[src/rtl/fcu_pkg.sv]
package fcu_pkg;
  localparam int NUM_UNITS  = 2;
  localparam int NUM_TYPES  = 7;
  localparam int DATA_W     = 32;
  localparam int ADDR_W     = 8;
  localparam int ARB_W      = 3;
  localparam int PORT_W     = 5;
  localparam int STAT_W     = NUM_UNITS * NUM_TYPES;

  localparam logic [ADDR_W-1:0] OFS_CTRL   = 8'h00;
  localparam logic [ADDR_W-1:0] OFS_EN     = 8'h04;
  localparam logic [ADDR_W-1:0] OFS_STATUS = 8'h08;
  localparam int UNIT_BASE   = 16;
  localparam int UNIT_STRIDE = 16;
  localparam int OFS_VA = 0;
  localparam int OFS_PA = 4;
  localparam int OFS_ID = 8;

  localparam int CLR_BIT      = 12;
  localparam logic [DATA_W-1:0] CTRL_RW_MASK = 32'h0000_006F;
  localparam int ID_PORT_LSB  = 2;
  localparam int ID_ARB_LSB   = 7;

  typedef struct packed {
    logic [DATA_W-1:0] va;
    logic              wr;
    logic              layer;
    logic [DATA_W-1:0] pa;
    logic [ARB_W-1:0]  arb;
    logic [PORT_W-1:0] port;
  } fault_info_t;
endpackage

[src/rtl/fcu_capture.sv]
module fcu_capture
  import fcu_pkg::*;
(
  input  logic                 clk,
  input  logic                 rst_n,
  input  logic [NUM_TYPES-1:0] evt_i,
  input  fault_info_t          info_i,
  input  logic                 clr_i,
  output logic [NUM_TYPES-1:0] status_o,
  output fault_info_t          info_o
);
  logic [NUM_TYPES-1:0] status_q;
  fault_info_t          info_q;
  logic                 take;

  // capture is open when nothing is latched or a clear lands this cycle
  assign take = (|evt_i) && ((status_q == '0) || clr_i);

  always_ff @(posedge clk) begin
    if (!rst_n) begin
      status_q <= '0;
      info_q   <= '0;
    end else begin
      status_q <= (clr_i ? '0 : status_q) | evt_i;
      if (take) info_q <= info_i;
    end
  end

  assign status_o = status_q;
  assign info_o   = info_q;

  assert_freeze_R4: assert property (@(posedge clk) disable iff (!rst_n)
    ((status_q != '0) && !clr_i) |=> $stable(info_q));

  assert_accumulate_R2: assert property (@(posedge clk) disable iff (!rst_n)
    !clr_i |=> ((status_q & $past(status_q)) == $past(status_q)));

  assert_fault_wins_R7: assert property (@(posedge clk) disable iff (!rst_n)
    (clr_i && (|evt_i)) |=> ((status_q == $past(evt_i)) && (info_q == $past(info_i))));
endmodule

[src/rtl/fcu_csr.sv]
module fcu_csr
  import fcu_pkg::*;
(
  input  logic                            clk,
  input  logic                            rst_n,
  input  logic                            we_i,
  input  logic [ADDR_W-1:0]               addr_i,
  input  logic [DATA_W-1:0]               wdata_i,
  output logic [DATA_W-1:0]               rdata_o,
  input  logic [STAT_W-1:0]               status_i,
  input  fault_info_t [NUM_UNITS-1:0]     info_i,
  output logic [STAT_W-1:0]               en_o,
  output logic                            clr_o
);
  logic [DATA_W-1:0] ctrl_q;
  logic [STAT_W-1:0] en_q;

  assign clr_o = we_i && (addr_i == OFS_CTRL) && wdata_i[CLR_BIT];

  always_ff @(posedge clk) begin
    if (!rst_n) begin
      ctrl_q <= '0;
      en_q   <= '0;
    end else if (we_i) begin
      if (addr_i == OFS_CTRL) ctrl_q <= wdata_i & CTRL_RW_MASK;
      if (addr_i == OFS_EN)   en_q   <= wdata_i[STAT_W-1:0];
    end
  end

  assign en_o = en_q;

  always_comb begin
    rdata_o = '0;
    if (addr_i == OFS_CTRL)   rdata_o = ctrl_q;
    if (addr_i == OFS_EN)     rdata_o[STAT_W-1:0] = en_q;
    if (addr_i == OFS_STATUS) rdata_o[STAT_W-1:0] = status_i;
    for (int u = 0; u < NUM_UNITS; u++) begin
      if (addr_i == ADDR_W'(UNIT_BASE + u*UNIT_STRIDE + OFS_VA))
        rdata_o = {info_i[u].va[DATA_W-1:2], info_i[u].wr, info_i[u].layer};
      if (addr_i == ADDR_W'(UNIT_BASE + u*UNIT_STRIDE + OFS_PA))
        rdata_o = info_i[u].pa;
      if (addr_i == ADDR_W'(UNIT_BASE + u*UNIT_STRIDE + OFS_ID)) begin
        rdata_o[ID_ARB_LSB +: ARB_W]   = info_i[u].arb;
        rdata_o[ID_PORT_LSB +: PORT_W] = info_i[u].port;
      end
    end
  end

  assert_clear_bit_reads_zero_R6: assert property (@(posedge clk) disable iff (!rst_n)
    (addr_i == OFS_CTRL) |-> (rdata_o[CLR_BIT] == 1'b0));

  assert_ctrl_mask_R8: assert property (@(posedge clk) disable iff (!rst_n)
    (we_i && addr_i == OFS_CTRL) |=> ((ctrl_q & ~CTRL_RW_MASK) == '0));
endmodule

[src/rtl/fault_capture_irq.sv]
module fault_capture_irq
  import fcu_pkg::*;
(
  input  logic                 clk,
  input  logic                 rst_n,
  input  logic                 csr_we,
  input  logic [ADDR_W-1:0]    csr_addr,
  input  logic [DATA_W-1:0]    csr_wdata,
  output logic [DATA_W-1:0]    csr_rdata,
  input  logic [NUM_TYPES-1:0] flt0_type,
  input  logic [DATA_W-1:0]    flt0_va,
  input  logic                 flt0_write,
  input  logic                 flt0_layer,
  input  logic [DATA_W-1:0]    flt0_pa,
  input  logic [ARB_W-1:0]     flt0_arb,
  input  logic [PORT_W-1:0]    flt0_port,
  input  logic [NUM_TYPES-1:0] flt1_type,
  input  logic [DATA_W-1:0]    flt1_va,
  input  logic                 flt1_write,
  input  logic                 flt1_layer,
  input  logic [DATA_W-1:0]    flt1_pa,
  input  logic [ARB_W-1:0]     flt1_arb,
  input  logic [PORT_W-1:0]    flt1_port,
  output logic                 irq_o
);
  logic [NUM_UNITS-1:0][NUM_TYPES-1:0] evt;
  fault_info_t [NUM_UNITS-1:0]         info_in;
  fault_info_t [NUM_UNITS-1:0]         info_lat;
  logic [STAT_W-1:0]                   status;
  logic [STAT_W-1:0]                   en;
  logic                                clr;

  assign evt[0]     = flt0_type;
  assign evt[1]     = flt1_type;
  assign info_in[0] = '{va: flt0_va, wr: flt0_write, layer: flt0_layer,
                        pa: flt0_pa, arb: flt0_arb, port: flt0_port};
  assign info_in[1] = '{va: flt1_va, wr: flt1_write, layer: flt1_layer,
                        pa: flt1_pa, arb: flt1_arb, port: flt1_port};

  for (genvar u = 0; u < NUM_UNITS; u++) begin : g_unit
    fcu_capture u_cap (
      .clk      (clk),
      .rst_n    (rst_n),
      .evt_i    (evt[u]),
      .info_i   (info_in[u]),
      .clr_i    (clr),
      .status_o (status[u*NUM_TYPES +: NUM_TYPES]),
      .info_o   (info_lat[u])
    );
  end

  fcu_csr u_csr (
    .clk     (clk),
    .rst_n   (rst_n),
    .we_i    (csr_we),
    .addr_i  (csr_addr),
    .wdata_i (csr_wdata),
    .rdata_o (csr_rdata),
    .status_i(status),
    .info_i  (info_lat),
    .en_o    (en),
    .clr_o   (clr)
  );

  assign irq_o = |(status & en);

  assert_clear_drops_irq_R6: assert property (@(posedge clk) disable iff (!rst_n)
    (clr && (evt == '0)) |=> !irq_o);

  assert_event_sets_status_R2: assert property (@(posedge clk) disable iff (!rst_n)
    1'b1 |=> ((status & $past(evt)) == $past(evt)));
endmodule

[config.mk]
export PLATFORM = sky130hd
export DESIGN_NAME = fault_capture_irq
export DESIGN_NICKNAME = d
export VERILOG_FILES = /design/src/rtl/fcu_pkg.sv /design/src/rtl/fcu_capture.sv /design/src/rtl/fcu_csr.sv /design/src/rtl/fault_capture_irq.sv
export SDC_FILE = /design/constraint.sdc
export NUM_CORES = 1
export LEC_CHECK = 0
export ABC_AREA = 0
export CAP_MARGIN = 25
export CORE_MARGIN = 2
export CORE_UTILIZATION = 52
export CTS_CLUSTER_SIZE = 24
export DETAILED_ROUTE_END_ITERATION = 8
export GPL_TIMING_DRIVEN = 0
export PLACE_DENSITY = 0.95
export SETUP_SLACK_MARGIN = 0.15
export SLEW_MARGIN = 40
export SYNTH_ARGS = -nofsm -noshare
export SYNTH_HDL_FRONTEND = slang
export SYNTH_SLANG_ARGS = --single-unit
export TNS_END_PERCENT = 50
[constraint.sdc]
create_clock -name clk -period 4.1 [get_ports clk]
set_input_delay 0.82 -clock clk [delete_from_list [all_inputs] [get_ports clk]]
set_output_delay 0.82 -clock clk [all_outputs]
set_load 0.03 [all_outputs]
==> metrics.yaml, run 1 <==
clk_latency_ns: 0.44
root_buffer: "clkbuf_16"
die_h_um: 130
via_per_inst: 5.99
drc: 0
gp_congestion: 0.968
grt_pass1_vias: 8479
gr-usage-all-layers_pct: 35.4
grt_overflow: 0
routed_wl_um: 30000
rsz0062_at_grt: "yes"
grt_max_degree: 17
hpwlAfterDp_um: 22300
max_freq_ghz: 0.255
die_area_mm2: 0.0168
peakVddDrop_uv: 319
antenna_found_initial: 0
power_density_mw_per_mm2: 354
dp_slack_ns: -0.989
cts_tree: "built"
arrival_ns: 3.10
worstSetupPathType: "input pin to primary output"
cts_made_buffers: 17
die_w_um: 130
first_iter_violations: 1013
path_clk_slew_ns: 0.07
fin_crit_sh_pct: 95.6
syn_area_mm2: 0.00819
core_area_mm2: 0.0153
htreeDepth: 4
tightest_slew_ns: 0.835
area_growth_syn_to_layout_pct: 38.1
ant_nets: 0
ctsHoldBuffers: 0
synth-seq-area-share_pct: 43.5
cap_violations: 0
fin_hold_ws_ns: 0.454
vias: 8926
io_buffers: 211
top_usage_layer: "met2"
report.final.slew_viol_count: 0
grtUsageMet3_pct: 9.21
synth-seq-cells: 178
drive_above_1_share_pct: 9.55
io_pins: 238
start_util_pct: 53.5
clock_path_buffers: 2
synth_warnings: 0
cp.required_ns: 3.28
fin_worst_skew_ns: 0.00447
syn_area_per_cell_um2: 7.96
setup_viol: 0
layout_setup_ws_ns: 0.182
slew-limit-headroom_pct: 43.9
cp_max_fo: 10
synth_fp_nets: 1234
synth_edf_count: 0
end_kind: "primary output"
rows: 45
async_flop_share_pct: 0
synthCells: 1029
nNetsFinal: 1470
wl_per_cell_um: 20.1
status: "finished, final reports clean"
leakage_nw: 3.87
finalHoldViolations: 0
ys.flop_type: "dfxtp_1"
fin_util_pct: 73.9
grt_pass1_wl_um: 45000
layout_min_cycle_time_ns: 3.92
hp-class: "register to register"
n_antenna_cell: 0
detail_route.first_pass.iterations: 6
clkSinkCount: 178
met1_usage_pct: 43.9
grt_util_met2_pct: 56.6
start_kind: "input pin"
yosysUniqueCellTypes: 43
-- placed cells by master, fill, tap and decap left out, types with 6 or more instances in the layout --
master             n
clkdlybuf4s15_2    9
o22ai_1           26
a21boi_0          96
o21a_1             6
clkdlybuf4s50_1  174
buf_4             16
dfxtp_1          178
nor2b_1           14
clkbuf_16         17
nand2_1          353
a22oi_1           59
clkbuf_2          17
buf_2             21
nor2_1            21
o21ai_0           20
a21oi_1           24
dlygate4sd2_1     15
a21boi_1          68
clkbuf_1          40
a221o_1            6
-- cells in the mapped netlist (4+ instances only) --
| cell | count | share of area [%] |
|---|---|---|
| nand2_1 | 353 | 16 |
| dfxtp_1 | 178 | 44 |
| a21boi_0 | 96 | 8.8 |
| a21boi_1 | 68 | 6.2 |
| a22oi_1 | 59 | 5.4 |
| clkbuf_1 | 54 | 2.5 |
| o22ai_1 | 26 | 2.0 |
| a21oi_1 | 24 | 1.5 |
| nor2_1 | 24 | 1.1 |
| o21ai_0 | 22 | 1.3 |
| nor2b_1 | 16 | 1.2 |
| buf_2 | 14 | 0.86 |
| buf_4 | 10 | 0.92 |
| a221o_1 | 6 | 0.73 |
| a221oi_1 | 6 | 0.64 |
| nor3_1 | 6 | 0.37 |
| o21a_1 | 6 | 0.55 |
| a211oi_1 | 4 | 0.37 |
| buf_1 | 4 | 0.18 |
| nor4_1 | 4 | 0.31 |
| or4_1 | 4 | 0.37 |
| or4b_2 | 4 | 0.49 |
-- metrics by stage --
stage	cell area (um^2)	total power [mW]	TNS [ns]	instances
after floorplan	8190	2.03	0	1029
after global placement	10600	2.29	-24.72	1451
after detailed placement	10600	2.30	-24.57	1451
after CTS	11300	3.98	0	1486
after global routing	11300	4.10	0	1489
final	11300	4.01	0	1489
-- critical path, stage by stage --
cell and delay, ns:
dlygate4sd2_1 0.34, nor4_4 0.47, clkbuf_4 0.37, buf_2 0.26, a22oi_1 0.19, o22ai_1 0.19
dlygate4sd2_1 0.45
-- where the power goes --
group / total [mW] / switching, mW / internal (mW)
Combinational: 0.467 / 0.219 / 0.248
Sequential: 1.83 / 0.0439 / 1.78
Clock: 1.71 / 0.730 / 0.983
Total: 4.01 / 0.993 / 3.01
-- final timing paths --
check,slack [ns],endpoint,cells after the start,start
setup / recovery,0.18,csr_rdata[30],7,csr_addr[3]
hold / removal,0.45,g_unit[0].u_cap.info_o[30]$_SDFFE_PN0P_,2,g_unit[0].u_cap.info_o[30]$_SDFFE_PN0P_
setup reg to reg,1.76,g_unit[1].u_cap.info_o[25]$_SDFFE_PN0P_,7,g_unit[1].u_cap.status_o[5]$_SDFF_PN0_
hold reg to reg,0.45,g_unit[0].u_cap.info_o[30]$_SDFFE_PN0P_,2,g_unit[0].u_cap.info_o[30]$_SDFFE_PN0P_
-- cell families (layout without fill, tap and decap cells) --
family | Yosys count | count (layout) | synth area share (%)
buffers and inverters | 83 | 332 | 4.57
AO/OA/AOI/OAI | 338 | 338 | 29.7
AND/OR/NAND/NOR | 427 | 427 | 21.9
flip-flops | 178 | 178 | 43.5
multiplexers | 3 | 3 | 0.382
-- flip-flops by register name (all words and copies together), names as in the netlist --
register	flops
u_csr.ctrl_q	6
g_unit.u_cap.status_o	14
u_csr.en_o	14
g_unit.u_cap.info_o	144
-- final cells by class --
type	count	area (um^2)
multi-input cells	768	4340
fillers	1122	4000
flip-flops and latches	178	3560
repair buffers	217	2110
clock buffers	18	439
plain buffers	83	419
well taps	211	264
clock inverters	14	178
-- metal layers --
metal	up-vias	wire (um)	share of wire (%)
met2	585	13500	45
met5	-	0	0
met1	4176	11700	39
li1	4051	-	-
met3	114	3220	11
met4	0	1510	5.0
-- repair_timing --
item,4_1_cts,5_1_grt
buffers inserted,3,3
gates resized for setup,108,28
pin swaps,4,0
endpoints found under the setup margin,32,30
Note: power is estimated with default switching activity, not from simulation.
==> run 2: changes to the inputs <==
Settings changed: SKIP_LAST_GASP from default to 1, TNS_END_PERCENT 50 to 100.
==> metrics.yaml, run 2 (synthesis results as in run 1) <==
status: "finished, final reports clean"
detail_route.first_pass.iterations: 6
peakVddDrop_uv: 324
via_per_inst: 5.99
wl_per_cell_um: 20.2
setup_viol: 0
report.final.slew_viol_count: 0
layout_setup_ws_ns: 0.197
cp_cell_sequence: "dlygate4sd2_1 -> nor4_4 -> clkbuf_4 -> buf_2 -> a22oi_1 -> o22ai_1 -> dlygate4sd2_1"
arrival_ns: 3.08
htreeDepth: 4
nNetsFinal: 1470
power_density_mw_per_mm2: 355
max_stage_delay_ns: 0.46
fin_crit_sh_pct: 95.2
wl_met1_um: 11800
mostFrequentLayoutCells: "nand2_1, dfxtp_1, clkdlybuf4s50_1"
drc: 0
top_layer: "met4"
area_growth_syn_to_layout_pct: 38.0
ctsHoldBuffers: 0
root_buffer: "clkbuf_16"
worstSetupPathType: "input pin to primary output"
die_area_mm2: 0.0168
end_kind: "primary output"
ant_nets: 0
drive_above_1_share_pct: 9.62
leakage_nw: 3.86
cp_slowest_cell: "nor4_4"
finalHoldViolations: 0
die_h_um: 130
grt_pass1_wl_um: 45000
hp-class: "register to register"
antenna_found_initial: 0
tightest_slew_ns: 0.833
hpwlAfterDp_um: 22300
cts_made_buffers: 17
cp_max_fo: 10
rsz0062_at_grt: "no"
final_cells: 1489
io_pins: 238
rows: 45
reg2reg_slack_ns: 1.76
final_common_cell: "nand2_1"
slew-limit-headroom_pct: 44.1
clk_latency_ns: 0.44
layout_min_cycle_time_ns: 3.90
grt_overflow: 0
die_w_um: 130
first_iter_violations: 1008
vias: 8914
placed_cells: 1451
start_kind: "input pin"
wl_met2_um: 13600
cp.required_ns: 3.28
gp_congestion: 0.968
crit_family: "buffers and inverters"
n_antenna_cell: 0
routed_wl_um: 30100
grt_pass1_vias: 8479
grt_max_degree: 17
wl_met3_um: 3240
largest_register_ffs: 144
io_buffers: 211
start_util_pct: 53.5
gr-usage-all-layers_pct: 35.4
clock_path_buffers: 2
fin_hold_ws_ns: 0.455
cp.buffers_inverters: 4
max_freq_ghz: 0.256
cts_tree: "built"
dp_slack_ns: -0.989
path_clk_slew_ns: 0.07
clkSinkCount: 178
cap_violations: 0
core_area_mm2: 0.0153
path_common_cell: "dlygate4sd2_1"
fin_worst_skew_ns: 0.00607
[run 2: cell types whose count changed in the layout (fill, tap and decap cells not counted)]
cell	before	now
clkdlybuf4s15_1	2	1
clkbuf_2	17	18
[run 2: what timing repair did]
item / 4_1_cts / 5_1_grt
buffers inserted: 3 / 3
resized for setup: 108 / 29
pin swaps: 4 / 0
setup endpoints to repair: 32 / 30
endpoints found under the hold margin: 0 / 0
[run 2: metrics by stage]
step                      utilization (%)  instance area [um^2]  TNS (ns)  total power [mW]
after CTS                            73.8                 11300         0              3.98
after global placement               69.0                 10600    -24.72              2.29
after detailed placement             69.0                 10600    -24.57              2.30
final                                73.8                 11300         0              4.01
after floorplan                         -                  8190         0              2.03
after global routing                 73.8                 11300         0              4.10
[run 2: cell type report]
class / instances / area (um^2)
multi-input combinational: 768 / 4340
fill: 1123 / 4010
sequential: 178 / 3560
timing repair buffer: 217 / 2100
clock buffer: 18 / 439
buffer: 83 / 419
tap: 211 / 264
clock inverter: 14 / 178
[run 2: worst reg2reg max path, cell delays in order, from the launching register on]
cell and delay (ns):
dfxtp_1 0.37, or4_1 0.55, nor4_1 0.30, o21ai_1 0.35, clkbuf_1 0.38, nand2_1 0.17, a21boi_0 0.10
[run 2: worst paths after layout]
path,start,to,depth (start not counted)
setup / recovery,csr_addr[3],csr_rdata[30],7
hold / removal,g_unit[0].u_cap.info_o[37]$_SDFFE_PN0P_,g_unit[0].u_cap.info_o[37]$_SDFFE_PN0P_,2
setup reg to reg,g_unit[1].u_cap.status_o[5]$_SDFF_PN0_,g_unit[1].u_cap.info_o[5]$_SDFFE_PN0P_,6
hold reg to reg,g_unit[0].u_cap.info_o[37]$_SDFFE_PN0P_,g_unit[0].u_cap.info_o[37]$_SDFFE_PN0P_,2
[run 2: routing by layer]
metal  vias up  GRT usage (%)
li1       4051              -
met1      4153           43.9
met2       600           56.6
met3       110           9.21
met4         0           18.7
met5         -              0
[run 2: report_power, final]
part | total [mW] | switching [mW] | leakage [nW] | internal, mW
combinational | 0.467 | 0.219 | 2.13 | 0.248
clock | 1.72 | 0.736 | 0.288 | 0.983
sequential | 1.83 | 0.0439 | 1.44 | 1.78
==> run 3: changes to the inputs <==
Settings changed: GPL_TIMING_DRIVEN 0 to default.
==> metrics.yaml, run 3 (synthesis results as in run 1) <==
layout_min_cycle_time_ns: 3.92
fin_worst_skew_ns: 0.00929
htreeDepth: 4
fin_crit_sh_pct: 95.5
path_clk_slew_ns: 0.07
grt_pass1_vias: 8125
path_depth: 7
p_int_mw: 2.89
crit_family: "simple AND/OR/NAND/NOR gates"
n_antenna_cell: 0
slew-limit-headroom_pct: 49.2
ant_nets: 0
routed_wl_um: 27200
status: "finished, final reports clean"
cap_violations: 0
grt_overflow: 0
detail_route.first_pass.iterations: 6
power_switching_mw: 0.997
power_frac_seq_pct: 46.8
core_area_mm2: 0.0153
peakVddDrop_uv: 307
fillers: 1157
hp-class: "register to register"
tightest_slew_ns: 0.763
hpwlAfterDp_um: 18900
die_w_um: 130
multiInputGateArea_mm2: 0.00435
leakage_nw: 3.74
cp_max_fo: 6
mostFrequentLayoutCells: "nand2_1, clkdlybuf4s50_1, dfxtp_1"
clkPwrFrac_pct: 41.6
first_iter_violations: 807
rows: 45
io_pins: 238
wl_per_cell_um: 19.0
arrival_ns: 3.10
min_path_cells: 2
gr-usage-all-layers_pct: 32.6
rsz0062_at_grt: "yes"
cts_made_buffers: 17
switching_share_pct: 25.6
worstSetupPathType: "input pin to primary output"
clock_path_buffers: 2
post_cts_buffers: 0
cts_tree: "built"
p_comb_share_pct: 11.5
max_freq_ghz: 0.255
end_kind: "primary output"
cp_cell_sequence: "clkdlybuf4s50_1 -> or4_1 -> or3_4 -> o32a_1 -> a21oi_2 -> a221o_1 -> buf_12"
io_buffers: 215
ctsHoldBuffers: 0
max_stage_delay_ns: 0.57
final_common_cell: "nand2_1"
area_growth_syn_to_layout_pct: 36.5
cp.required_ns: 3.28
report.final.slew_viol_count: 0
drive_above_1_share_pct: 9.57
seq_area_mm2: 0.00356
cp.buffers_inverters: 2
die_area_mm2: 0.0168
root_buffer: "clkbuf_16"
final_cells: 1434
power_density_mw_per_mm2: 348
finalHoldViolations: 0
drc: 0
die_h_um: 130
largest_register_ffs: 144
grt_pass1_wl_um: 42400
cp_slowest_cell: "or4_1"
r2r_cells: 6
setup_tns_ns: 0
via_per_inst: 5.93
clkSinkCount: 178
grt_max_degree: 107
placed_cells: 1402
nNetsFinal: 1415
start_util_pct: 53.5
setup_viol: 0
clk_latency_ns: 0.44
gp_congestion: 0.954
antenna_found_initial: 0
start_kind: "input pin"
vias: 8497
[run 3: through the flow]
| step | area, um^2 | total power [mW] | utilization (%) | worst slack, ns | hold slack, ns |
|---|---|---|---|---|---|
| after floorplan | 8190 | 2.03 | - | 0.474 | 0.432 |
| after global placement | 10500 | 2.29 | 68.8 | 0.109 | 0.440 |
| after detailed placement | 10500 | 2.29 | 68.8 | 0.123 | 0.446 |
| after CTS | 11100 | 3.88 | 72.6 | 0.139 | 0.456 |
| after global routing | 11200 | 4.00 | 73.0 | 0.133 | 0.472 |
| final | 11200 | 3.89 | 73.0 | 0.184 | 0.457 |
[run 3: power groups by stage]
| stage | Sequential [mW] | Combinational, mW | Clock (mW) |
|---|---|---|---|
| 3_5_place_dp | 1.86 | 0.434 | 0 |
| 6_report | 1.82 | 0.448 | 1.62 |
| 3_3_place_gp | 1.86 | 0.428 | 0 |
| 4_1_cts | 1.82 | 0.439 | 1.62 |
| 5_1_grt | 1.83 | 0.481 | 1.69 |
| 2_1_floorplan | 1.84 | 0.186 | 0 |
[run 3: final timing paths]
check                                          startpoint                                      end  slack (ns)
hold reg to reg   g_unit[0].u_cap.info_o[62]$_SDFFE_PN0P_  g_unit[0].u_cap.info_o[62]$_SDFFE_PN0P_        0.46
setup reg to reg   g_unit[1].u_cap.status_o[5]$_SDFF_PN0_  g_unit[1].u_cap.info_o[15]$_SDFFE_PN0P_        1.72
setup / recovery                              csr_addr[1]                             csr_rdata[2]        0.18
hold / removal    g_unit[0].u_cap.info_o[62]$_SDFFE_PN0P_  g_unit[0].u_cap.info_o[62]$_SDFFE_PN0P_        0.46
[run 3: layer usage]
metal	global-route usage, %	vias up	part of all wire (%)
met3	9.33	75	9.9
met4	13.1	0	3.9
met2	54.6	492	47
met5	0	-	0
met1	39.7	3997	39
li1	-	3933	-
[run 3: repair_timing]
action,CTS,global route
endpoints found under the setup margin,3,10
resized for setup,2,16
pin swaps,0,2
[run 3: final cells by class]
class | count | area share [%]
timing repair buffer | 245 | 21.7
clock inverter | 14 | 1.34
sequential | 178 | 31.9
multi-input combinational | 768 | 38.9
clock buffer | 18 | 3.84
tap | 211 | 2.36
[run 3: worst min-delay path, cell delays in order (launching register included)]
cell	delay, ns
dfxtp_1	0.31
nand2_1	0.05
a21boi_1	0.05
